## config.mk

```make
export PLATFORM = sky130hd
export DESIGN_NAME = vid_timing_gen
export DESIGN_NICKNAME = d
export VERILOG_FILES = /design/src/rtl/vid_timing_gen.sv
export SDC_FILE = /design/constraint.sdc
export NUM_CORES = 1
export LEC_CHECK = 0
export ABC_CLOCK_PERIOD_IN_PS = 12150
export CORE_UTILIZATION = 60
export CTS_CLUSTER_DIAMETER = 100
export DETAILED_ROUTE_END_ITERATION = 8
export DONT_BUFFER_PORTS = 1
export GPL_TIMING_DRIVEN = 1
export PLACE_DENSITY = 0.73
export SLEW_MARGIN = 20
export SYNTH_ARGS = -nofsm -noshare
export SYNTH_HDL_FRONTEND = slang
export SYNTH_SLANG_ARGS = --single-unit
```

## constraint.sdc

```tcl
create_clock -name clk -period 12.15 [get_ports clk]
set_input_delay 0.6075 -clock clk [delete_from_list [all_inputs] [get_ports clk]]
set_output_delay 0.6075 -clock clk [all_outputs]
set_load 0.03 [all_outputs]
```

## src/rtl/vid_timing_gen.sv

```systemverilog
module vid_timing_gen #(
  parameter int CW = 12
) (
  input  logic          clk,
  input  logic          rst_n,
  input  logic          wr_en,
  input  logic [2:0]    addr,
  input  logic [31:0]   wdata,
  output logic [31:0]   rdata,
  output logic          hsync,
  output logic          vsync,
  output logic          disp_en,
  output logic          bord_en,
  output logic [CW-1:0] pix_x,
  output logic [CW-1:0] line_y
);
  localparam int NREG = 6;
  localparam int NFLD = 2 * NREG;
  localparam int HI   = 16;
  localparam int B_RUN = 31, B_HSTOP = 0, B_HPOL = 1, B_VSTOP = 2, B_VPOL = 3;

  logic [31:0]        tim_q [NREG];
  logic [31:0]        ctl_q;
  logic [NFLD*CW-1:0] sh_q;
  logic [CW-1:0]      pix_q, line_q;
  logic [CW-1:0]      hf [6];
  logic [CW-1:0]      vf [6];
  logic run_h, run_v, run_all, pix_last, line_last, load;
  logic act_h, act_v, brd_h, brd_v, syn_h, syn_v;

  always_comb
    for (int k = 0; k < 6; k++) begin
      hf[k] = sh_q[k*CW +: CW];
      vf[k] = sh_q[(k+6)*CW +: CW];
    end

  assign run_h     = ctl_q[B_RUN] & ~ctl_q[B_HSTOP];
  assign run_v     = ctl_q[B_RUN] & ~ctl_q[B_VSTOP];
  assign run_all   = run_h & run_v;
  assign pix_last  = pix_q >= hf[0] - CW'(1);
  assign line_last = line_q >= vf[0] - CW'(1);
  assign load      = ~run_all | (pix_last & line_last);

  always_ff @(posedge clk) begin
    if (!rst_n) begin
      for (int a = 0; a < NREG; a++) tim_q[a] <= '0;
      ctl_q <= '0;
    end else if (wr_en) begin
      for (int a = 0; a < NREG; a++)
        if (addr == 3'(a)) tim_q[a] <= wdata;
      if (addr == 3'd6) ctl_q <= wdata;
    end
  end

  always_comb begin
    rdata = '0;
    for (int a = 0; a < NREG; a++)
      if (addr == 3'(a)) rdata = tim_q[a];
    if (addr == 3'd6) rdata = ctl_q;
  end

  always_ff @(posedge clk) begin
    if (!rst_n) sh_q <= '0;
    else if (load)
      for (int a = 0; a < NREG; a++) begin
        sh_q[(2*a)*CW +: CW]   <= tim_q[a][CW-1:0];
        sh_q[(2*a+1)*CW +: CW] <= tim_q[a][HI +: CW];
      end
  end

  always_ff @(posedge clk) begin
    if (!rst_n || !run_h) pix_q <= '0;
    else                  pix_q <= pix_last ? '0 : pix_q + CW'(1);
  end

  always_ff @(posedge clk) begin
    if (!rst_n || !run_v)      line_q <= '0;
    else if (run_h && pix_last) line_q <= line_last ? '0 : line_q + CW'(1);
  end

  assign syn_h = run_h & (pix_q < hf[1]);
  assign syn_v = run_v & (line_q < vf[1]);
  assign brd_h = (pix_q >= hf[2]) & (pix_q < hf[5]);
  assign act_h = (pix_q >= hf[3]) & (pix_q < hf[4]);
  assign brd_v = (line_q >= vf[2]) & (line_q < vf[5]);
  assign act_v = (line_q >= vf[3]) & (line_q < vf[4]);

  assign hsync   = syn_h ? ctl_q[B_HPOL] : ~ctl_q[B_HPOL];
  assign vsync   = syn_v ? ctl_q[B_VPOL] : ~ctl_q[B_VPOL];
  assign disp_en = run_all & act_h & act_v;
  assign bord_en = run_all & brd_h & brd_v & ~(act_h & act_v);
  assign pix_x   = pix_q;
  assign line_y  = line_q;

  a_r4_stop_clears_pix: assert property (@(posedge clk) disable iff (!rst_n)
    !run_h |=> pix_q == '0);
  a_r3_line_moves_on_wrap: assert property (@(posedge clk) disable iff (!rst_n)
    (run_v && !(run_h && pix_last)) |=> $stable(line_q));
  a_r9_frame_atomic: assert property (@(posedge clk) disable iff (!rst_n)
    (run_all && !(pix_last && line_last)) |=> $stable(sh_q));
  a_r8_idle_no_enables: assert property (@(posedge clk) disable iff (!rst_n)
    !run_all |-> !disp_en && !bord_en);
  a_r7_enables_exclusive: assert property (@(posedge clk) disable iff (!rst_n)
    !(disp_en && bord_en));
endmodule

```

==> load_flow_metrics.sql, run 1 <==
INSERT INTO impl_metrics (metric_group, metric, value, unit) VALUES
('outcome', 'run_status', 'finished clean', ''),
('global_route', 'global_route_wire_length_before_repair', '86.7', 'mm'),
('placed_design', 'dp_hpwl', '37.6', 'mm'),
('floorplan', 'initial_utilization', '0.611', ''),
('setup_path', 'crit_fanout', '10', ''),
('detailed_routing', 'routed_vias', '15600', ''),
('detailed_routing', 'initialDrtViolationCount', '1852', ''),
('detailed_routing', 'detail-route-antenna-nets', '0', ''),
('floorplan', 'die-height', '184', 'um'),
('setup_path', 'type_of_the_worst_setup_path', 'flop to primary output', ''),
('power_and_ir_drop', 'tot_pwr', '3.05', 'mW'),
('cts', 'post_cts_hold_buffer_count', '0', ''),
('timing', 'finalWorstPathRequiredPeriod', '4300', 'ps'),
('power_and_ir_drop', 'vdd.ir_drop.worst', '0.142', 'mV'),
('run', 'drv_cap', '0', ''),
('global_route', 'antenna_violations_before_repair', '0', ''),
('floorplan', 'coreArea', '0.0325', 'mm^2'),
('cells_and_area', 'design.final.nets', '2215', ''),
('synth', 'yosys.cell_types.count', '57', ''),
('global_route', 'grt_start_max_net_pins', '332', ''),
('synth', 'synthCells', '2089', ''),
('cts', 'inserted_clock_buffers', '43', ''),
('cells_and_area', 'area.sequential', '0.00977', 'mm^2'),
('cts', 'tritoncts', 'done', ''),
('cts', 'clock-root-buffer', 'sky130_fd_sc_hd__clkbuf_16', ''),
('setup_path', 'r2r-start', 'sh_q[6]', ''),
('timing', 'final_number_of_max_transition_violations', '0', ''),
('cells_and_area', 'final.fill_count', '2703', ''),
('timing', 'rsz0062_at_grt', 'false', ''),
('worst_hold_path', 'worst_hold_path.num_cells', '2', ''),
('synth', 'syn_avg_cell_area', '9.52', 'um^2'),
('worst_hold_path', 'worst_hold_startpoint', 'wdata[10]', ''),
('floorplan', 'fp.dieW', '184', 'um'),
('synth', 'top_reg_cell_synth', 'sky130_fd_sc_hd__dfxtp_1', ''),
('cells_and_area', 'layout_commonest_cell', 'sky130_fd_sc_hd__nand2_1', ''),
('timing', 'final_hold_violation_count', '0', ''),
('cells_and_area', 'synthToLayoutAreaGrowth', '7.96', '%'),
('timing', 'timing.setup.tns', '0', 'ps'),
('floorplan', 'die_footprint', '0.0339', 'mm^2'),
('setup_path', 'critical_path_startpoint_category', 'flop', ''),
('placed_design', 'post-place-cells', '2432', ''),
('cts', 'postCtsSetupBuffers', '0', ''),
('setup_path', 'worstReg2RegEnd', 'sh_q[12]', ''),
('cts', 'cts_num_sinks', '392', ''),
('cts', 'cts_htree_levels', '2', ''),
('synth', 'synthesis.yosys.warnings', '0', ''),
('cts', 'clkLatencyLatePin', '550', 'ps'),
('placed_design', 'detailedPlace.worstSlack', '8190', 'ps'),
('cells_and_area', 'multiInputGateArea', '0.00914', 'mm^2'),
('detailed_routing', 'viasPerCell', '6.21', ''),
('setup_path', 'cp-end-kind', 'primary output', ''),
('timing', 'clock.fmax', '233', 'MHz'),
('setup_path', 'required', '11540', 'ps'),
('cts', 'post_cts.resized_instances', '0', ''),
('power_and_ir_drop', 'p_leak', '8.37', 'nW'),
('cells_and_area', 'num_antenna_cells', '0', ''),
('timing', 'maxSlewHeadroom', '0.192', ''),
('power_and_ir_drop', 'p_per_cell_area', '142', 'mW/mm^2'),
('timing', 'worst_pin_slew', '1210', 'ps'),
('placed_design', 'port_buffers', '0', ''),
('cells_and_area', 'final_cells', '2510', ''),
('global_route', 'gr-total-overflow', '0', ''),
('timing', 'final.period_utilization', '0.354', ''),
('cells_and_area', 'drive_gt1_frac', '0.0493', ''),
('synth', 'syn-num-nets', '2269', ''),
('detailed_routing', 'routedWlPerCell', '22.9', 'um'),
('global_route', 'via_count_of_the_first_global_routing_pass', '14600', ''),
('timing', 'layout_setup_ws', '7850', 'ps'),
('synth', 'netlist_area', '0.0199', 'mm^2'),
('detailed_routing', 'drt_drc_violations_left', '0', ''),
('setup_path', 'worst-r2r-cell-count', '10', '');
[sequential cells by signal, indices dropped and copies added, names as in the netlist]
| signal | cells |
|---|---|
| pix_x | 12 |
| tim_q | 192 |
| ctl_q | 32 |
| line_y | 12 |
| sh_q | 144 |
[power breakdown]
group	switching [mW]	internal, mW	leakage (nW)	total (mW)
Clock	0.530	0.724	0.644	1.25
Combinational	0.180	0.0914	4.22	0.272
Sequential	0.0525	1.47	3.51	1.52
Total	0.763	2.28	8.37	3.05
[through the flow]
stage,hold slack [ps],util
after floorplan,424,-
after global placement,435,0.619
after detailed placement,440,0.619
after CTS,186,0.660
after global routing,203,0.660
final,205,0.660
[Yosys cell counts (45+ instances only)]
cell                       number  area share
sky130_fd_sc_hd__a21oi_1       45       0.011
sky130_fd_sc_hd__nor2_1        73       0.014
sky130_fd_sc_hd__ha_1         142       0.089
sky130_fd_sc_hd__o21ai_0      112       0.028
sky130_fd_sc_hd__dfxtp_1      200        0.20
sky130_fd_sc_hd__and2_1       194       0.061
sky130_fd_sc_hd__nand3_1      168       0.042
sky130_fd_sc_hd__inv_1        123       0.023
sky130_fd_sc_hd__edfxtp_1     192        0.29
sky130_fd_sc_hd__o21ai_1       72       0.018
sky130_fd_sc_hd__clkbuf_1      90       0.017
sky130_fd_sc_hd__nand2_1      307       0.058
[worst max-delay path by stage]
stage,from,slack [ps],to
after floorplan,addr[1],7620,tim_q[3][0]
after global placement,sh_q[2],8270,sh_q[12]
after detailed placement,sh_q[6],8190,sh_q[12]
after CTS,pix_x[9],7940,disp_en
after global routing,line_y[6],7830,bord_en
final,pix_x[9],7850,disp_en
[cell type report]
| type | count | share of cell area |
|---|---|---|
| clock buffers | 69 | 0.0580 |
| well taps | 442 | 0.0258 |
| clock inverters | 9 | 0.00425 |
| inverters | 124 | 0.0217 |
| multi-input cells | 1447 | 0.425 |
| flip-flops and latches | 392 | 0.455 |
| repair buffers | 27 | 0.0100 |
[routing by layer]
layer / vias to the layer above / global-route usage / part of all wire
met2: 796 / 0.527 / 0.44
met4: 0 / 0.103 / 0.026
li1: 7201 / - / -
met3: 101 / 0.0792 / 0.12
met1: 7485 / 0.486 / 0.42
met5: - / 0 / 0
[logic make-up (layout without fill, tap and decap cells)]
| family | count (synthesis) | after routing | share of synthesized area |
|---|---|---|---|
| buffers and inverters | 250 | 229 | 0.0537 |
| adders and majority gates | 142 | 142 | 0.0893 |
| xor gates and xnor gates | 41 | 41 | 0.0181 |
| AOI/OAI and AO/OA | 400 | 400 | 0.128 |
| muxes | 35 | 35 | 0.0177 |
| and+or+nand+nor | 829 | 829 | 0.202 |
| DFF | 392 | 392 | 0.491 |
[critical path: stages, from the launching register on]
cell                       delay, ps
sky130_fd_sc_hd__dfxtp_1         980
sky130_fd_sc_hd__ha_1            390
sky130_fd_sc_hd__a211oi_1        210
sky130_fd_sc_hd__nor2_1           90
sky130_fd_sc_hd__a2111o_1        300
sky130_fd_sc_hd__a211o_1         290
sky130_fd_sc_hd__nor4_1          450
sky130_fd_sc_hd__and2_1          440
(Power assumes the default switching activity.)
==> inputs of run 2 (changes only) <==
--- a/config.mk
+++ b/config.mk
@@ -5,8 +5,8 @@
 export SDC_FILE = /design/constraint.sdc
 export NUM_CORES = 1
 export LEC_CHECK = 0
-export ABC_CLOCK_PERIOD_IN_PS = 12150
-export CORE_UTILIZATION = 60
+export ABC_CLOCK_PERIOD_IN_PS = 3600
+export CORE_UTILIZATION = 58
 export CTS_CLUSTER_DIAMETER = 100
 export DETAILED_ROUTE_END_ITERATION = 8
 export DONT_BUFFER_PORTS = 1
==> constraint.sdc (replaced) <==
create_clock -name clk -period 3.6 [get_ports clk]
set_input_delay 0.18 -clock clk [delete_from_list [all_inputs] [get_ports clk]]
set_output_delay 0.18 -clock clk [all_outputs]
set_load 0.03 [all_outputs]
==> load_flow_metrics.sql, run 2 (synthesis gave the netlist of run 1 again) <==
INSERT INTO impl_metrics (metric_group, metric, value, unit) VALUES
('outcome', 'run_status', 'finished clean', ''),
('cts', 'clkLatencyLatePin', '550', 'ps'),
('cells_and_area', 'regMostFlops', 'tim_q', ''),
('detailed_routing', 'routed_vias', '16800', ''),
('cts', 'worst_setup_hold_path_clk_slew', '60', 'ps'),
('cells_and_area', 'final_area', '0.0236', 'mm^2'),
('detailed_routing', 'detail-route-antenna-nets', '0', ''),
('global_route', 'global_route.usage.total', '0.355', ''),
('power_and_ir_drop', 'p_per_cell_area', '448', 'mW/mm^2'),
('run', 'drv_cap', '0', ''),
('detailed_routing', 'viasPerCell', '6.17', ''),
('worst_hold_path', 'worst_hold_path.num_cells', '2', ''),
('timing', 'final_hold_violation_count', '0', ''),
('cells_and_area', 'layout_commonest_cell', 'sky130_fd_sc_hd__nand2_1', ''),
('timing', 'timing.setup.tns', '0', 'ps'),
('setup_path', 'r2r-start', 'sh_q[6]', ''),
('cells_and_area', 'biggestRegsByFlops', 'tim_q (192), sh_q (144), ctl_q (32)', ''),
('power_and_ir_drop', 'p_leak', '9.27', 'nW'),
('timing', 'final.period_utilization', '0.967', ''),
('cells_and_area', 'design.final.nets', '2420', ''),
('cts', 'cts_num_sinks', '392', ''),
('power_and_ir_drop', 'vdd.ir_drop.worst', '0.465', 'mV'),
('cells_and_area', 'synthToLayoutAreaGrowth', '18.5', '%'),
('setup_path', 'critical_path_startpoint_category', 'flop', ''),
('placed_design', 'finalWeightedCongestion', '0.908', ''),
('global_route', 'antenna_violations_before_repair', '2', ''),
('setup_path', 'worst_path_max_delay_cell', 'sky130_fd_sc_hd__dfxtp_1', ''),
('timing', 'clock.fmax', '287', 'MHz'),
('placed_design', 'placed_area', '0.0206', 'mm^2'),
('floorplan', 'fp.dieW', '187', 'um'),
('setup_path', 'largest_stage_delay_worst_path', '700', 'ps'),
('timing', 'report.final.setup_viol', '0', ''),
('cells_and_area', 'largest_register_ffs', '192', ''),
('setup_path', 'number_of_buffers_and_inverters_on_the_critical_path', '1', ''),
('floorplan', 'coreArea', '0.0336', 'mm^2'),
('setup_path', 'required', '3420', 'ps'),
('worst_hold_path', 'worst_hold_startpoint', 'addr[2]', ''),
('setup_path', 'worstReg2RegEnd', 'sh_q[113]', ''),
('cells_and_area', 'drive_gt1_frac', '0.0717', ''),
('setup_path', 'cp_top_family', 'compound AO/OA/AOI/OAI gates', ''),
('global_route', 'via_count_of_the_first_global_routing_pass', '16200', ''),
('detailed_routing', 'totalWireLength', '63.8', 'mm'),
('power_and_ir_drop', 'tot_pwr', '10.6', 'mW'),
('setup_path', 'cp-end-kind', 'primary output', ''),
('cells_and_area', 'final.fill_count', '2407', ''),
('cts', 'clock_tree.buffer_depth', '3', ''),
('detailed_routing', 'drt_drc_violations_left', '0', ''),
('worst_hold_path', 'hold_end', 'tim_q[1][21]', ''),
('worst_hold_path', 'holdCritPathClass', 'primary input to flop', ''),
('timing', 'rsz0062_at_grt', 'false', ''),
('setup_path', 'crit_fanout', '8', ''),
('global_route', 'grt_start_max_net_pins', '332', ''),
('timing', 'final_number_of_max_transition_violations', '0', ''),
('floorplan', 'initial_utilization', '0.592', ''),
('cells_and_area', 'area.sequential', '0.00977', 'mm^2'),
('cts', 'cts_htree_levels', '2', ''),
('timing', 'clock-skew-final', '24.2', 'ps'),
('setup_path', 'type_of_the_worst_setup_path', 'flop to primary output', ''),
('cts', 'clock-root-buffer', 'sky130_fd_sc_hd__clkbuf_16', ''),
('placed_design', 'dp_hpwl', '40.5', 'mm'),
('detailed_routing', 'routedWlPerCell', '23.4', 'um'),
('setup_path', 'critical_path.cell_chain', 'buf_4 > ha_1 > nand3_1 > nand2_1 > a21o_1 > a211oi_1 > o21ai_0 > and4b_1', ''),
('detailed_routing', 'detail_route.first_pass.iterations', '6', ''),
('timing', 'worst_pin_slew', '970', 'ps'),
('floorplan', 'fp-row-count', '67', ''),
('global_route', 'gr-total-overflow', '0', ''),
('cells_and_area', 'multiInputGateArea', '0.00912', 'mm^2'),
('global_route', 'global_route_wire_length_before_repair', '94.6', 'mm'),
('cells_and_area', 'most_frequent_cells_in_the_layout', '307 x sky130_fd_sc_hd__nand2_1, 200 x sky130_fd_sc_hd__dfxtp_1, 194 x sky130_fd_sc_hd__and2_1', ''),
('placed_design', 'port_buffers', '0', ''),
('floorplan', 'die-height', '187', 'um'),
('cts', 'tritoncts', 'done', ''),
('timing', 'finalWorstPathRequiredPeriod', '3480', 'ps'),
('cts', 'inserted_clock_buffers', '41', ''),
('setup_path', 'cp_data_arrival_time', '3300', 'ps'),
('timing', 'maxSlewHeadroom', '0.352', ''),
('setup_path', 'worst-r2r-cell-count', '12', ''),
('floorplan', 'boundaryPins', '98', ''),
('floorplan', 'die_footprint', '0.0350', 'mm^2'),
('detailed_routing', 'initialDrtViolationCount', '2136', ''),
('setup_path', 'setup.reg_to_reg.worst_slack', '230', 'ps');
## run 2: worst max-delay path by stage
stage                     startpoint         to  slack [ps]  depth (start not counted)
after floorplan            line_y[5]      vsync         240                          7
after global placement       sh_q[3]   sh_q[99]         230                         11
after detailed placement     sh_q[3]  sh_q[113]         130                         12
after CTS                    sh_q[3]  sh_q[113]         100                         12
after global routing         sh_q[6]  sh_q[116]          40                         12
final                       pix_x[5]    bord_en         120                          8
## run 2: layout make-up
| type | instances | share of cell area |
|---|---|---|
| Multi-Input combinational cell | 1447 | 0.387 |
| Inverter | 124 | 0.0198 |
| Clock inverter | 19 | 0.00759 |
| Antenna cell | 2 | 0.000212 |
| Clock buffer | 56 | 0.0494 |
| Tap cell | 448 | 0.0238 |
| Timing Repair Buffer | 234 | 0.0975 |
| Sequential cell | 392 | 0.415 |
## run 2: what timing repair did
action,in CTS,in global routing
hold buffers,148,2
setup endpoints to repair,0,134
endpoints found under the hold margin,368,135
resized for setup,0,5
buffers inserted,0,3
## run 2: routing by layer
layer | share of wire | GRT usage | vias up | wire [um]
met3 | 0.13 | 0.0726 | 163 | 8130
met5 | 0 | 0 | - | 0
met1 | 0.39 | 0.484 | 8005 | 24600
met2 | 0.45 | 0.553 | 1005 | 28500
li1 | - | - | 7616 | -
met4 | 0.039 | 0.145 | 0 | 2510
## run 2: power breakdown
group / internal, mW / leakage (nW) / total, mW / switching (mW)
sequential: 4.95 / 3.51 / 5.16 / 0.206
clock: 2.49 / 0.658 / 4.27 / 1.78
combinational: 0.430 / 5.10 / 1.14 / 0.715
total: 7.87 / 9.27 / 10.6 / 2.70
## run 2: metrics by stage
step / std cells / utilization / setup WS [ps] / hold WS (ps)
after global placement: 2490 / 0.613 / 233 / 327
after CTS: 2713 / 0.697 / 96.3 / -148
final: 2722 / 0.701 / 120 / 75.3
after floorplan: 2089 / - / 237 / 325
after global routing: 2721 / 0.701 / 42.1 / 77.5
after detailed placement: 2490 / 0.613 / 129 / 334
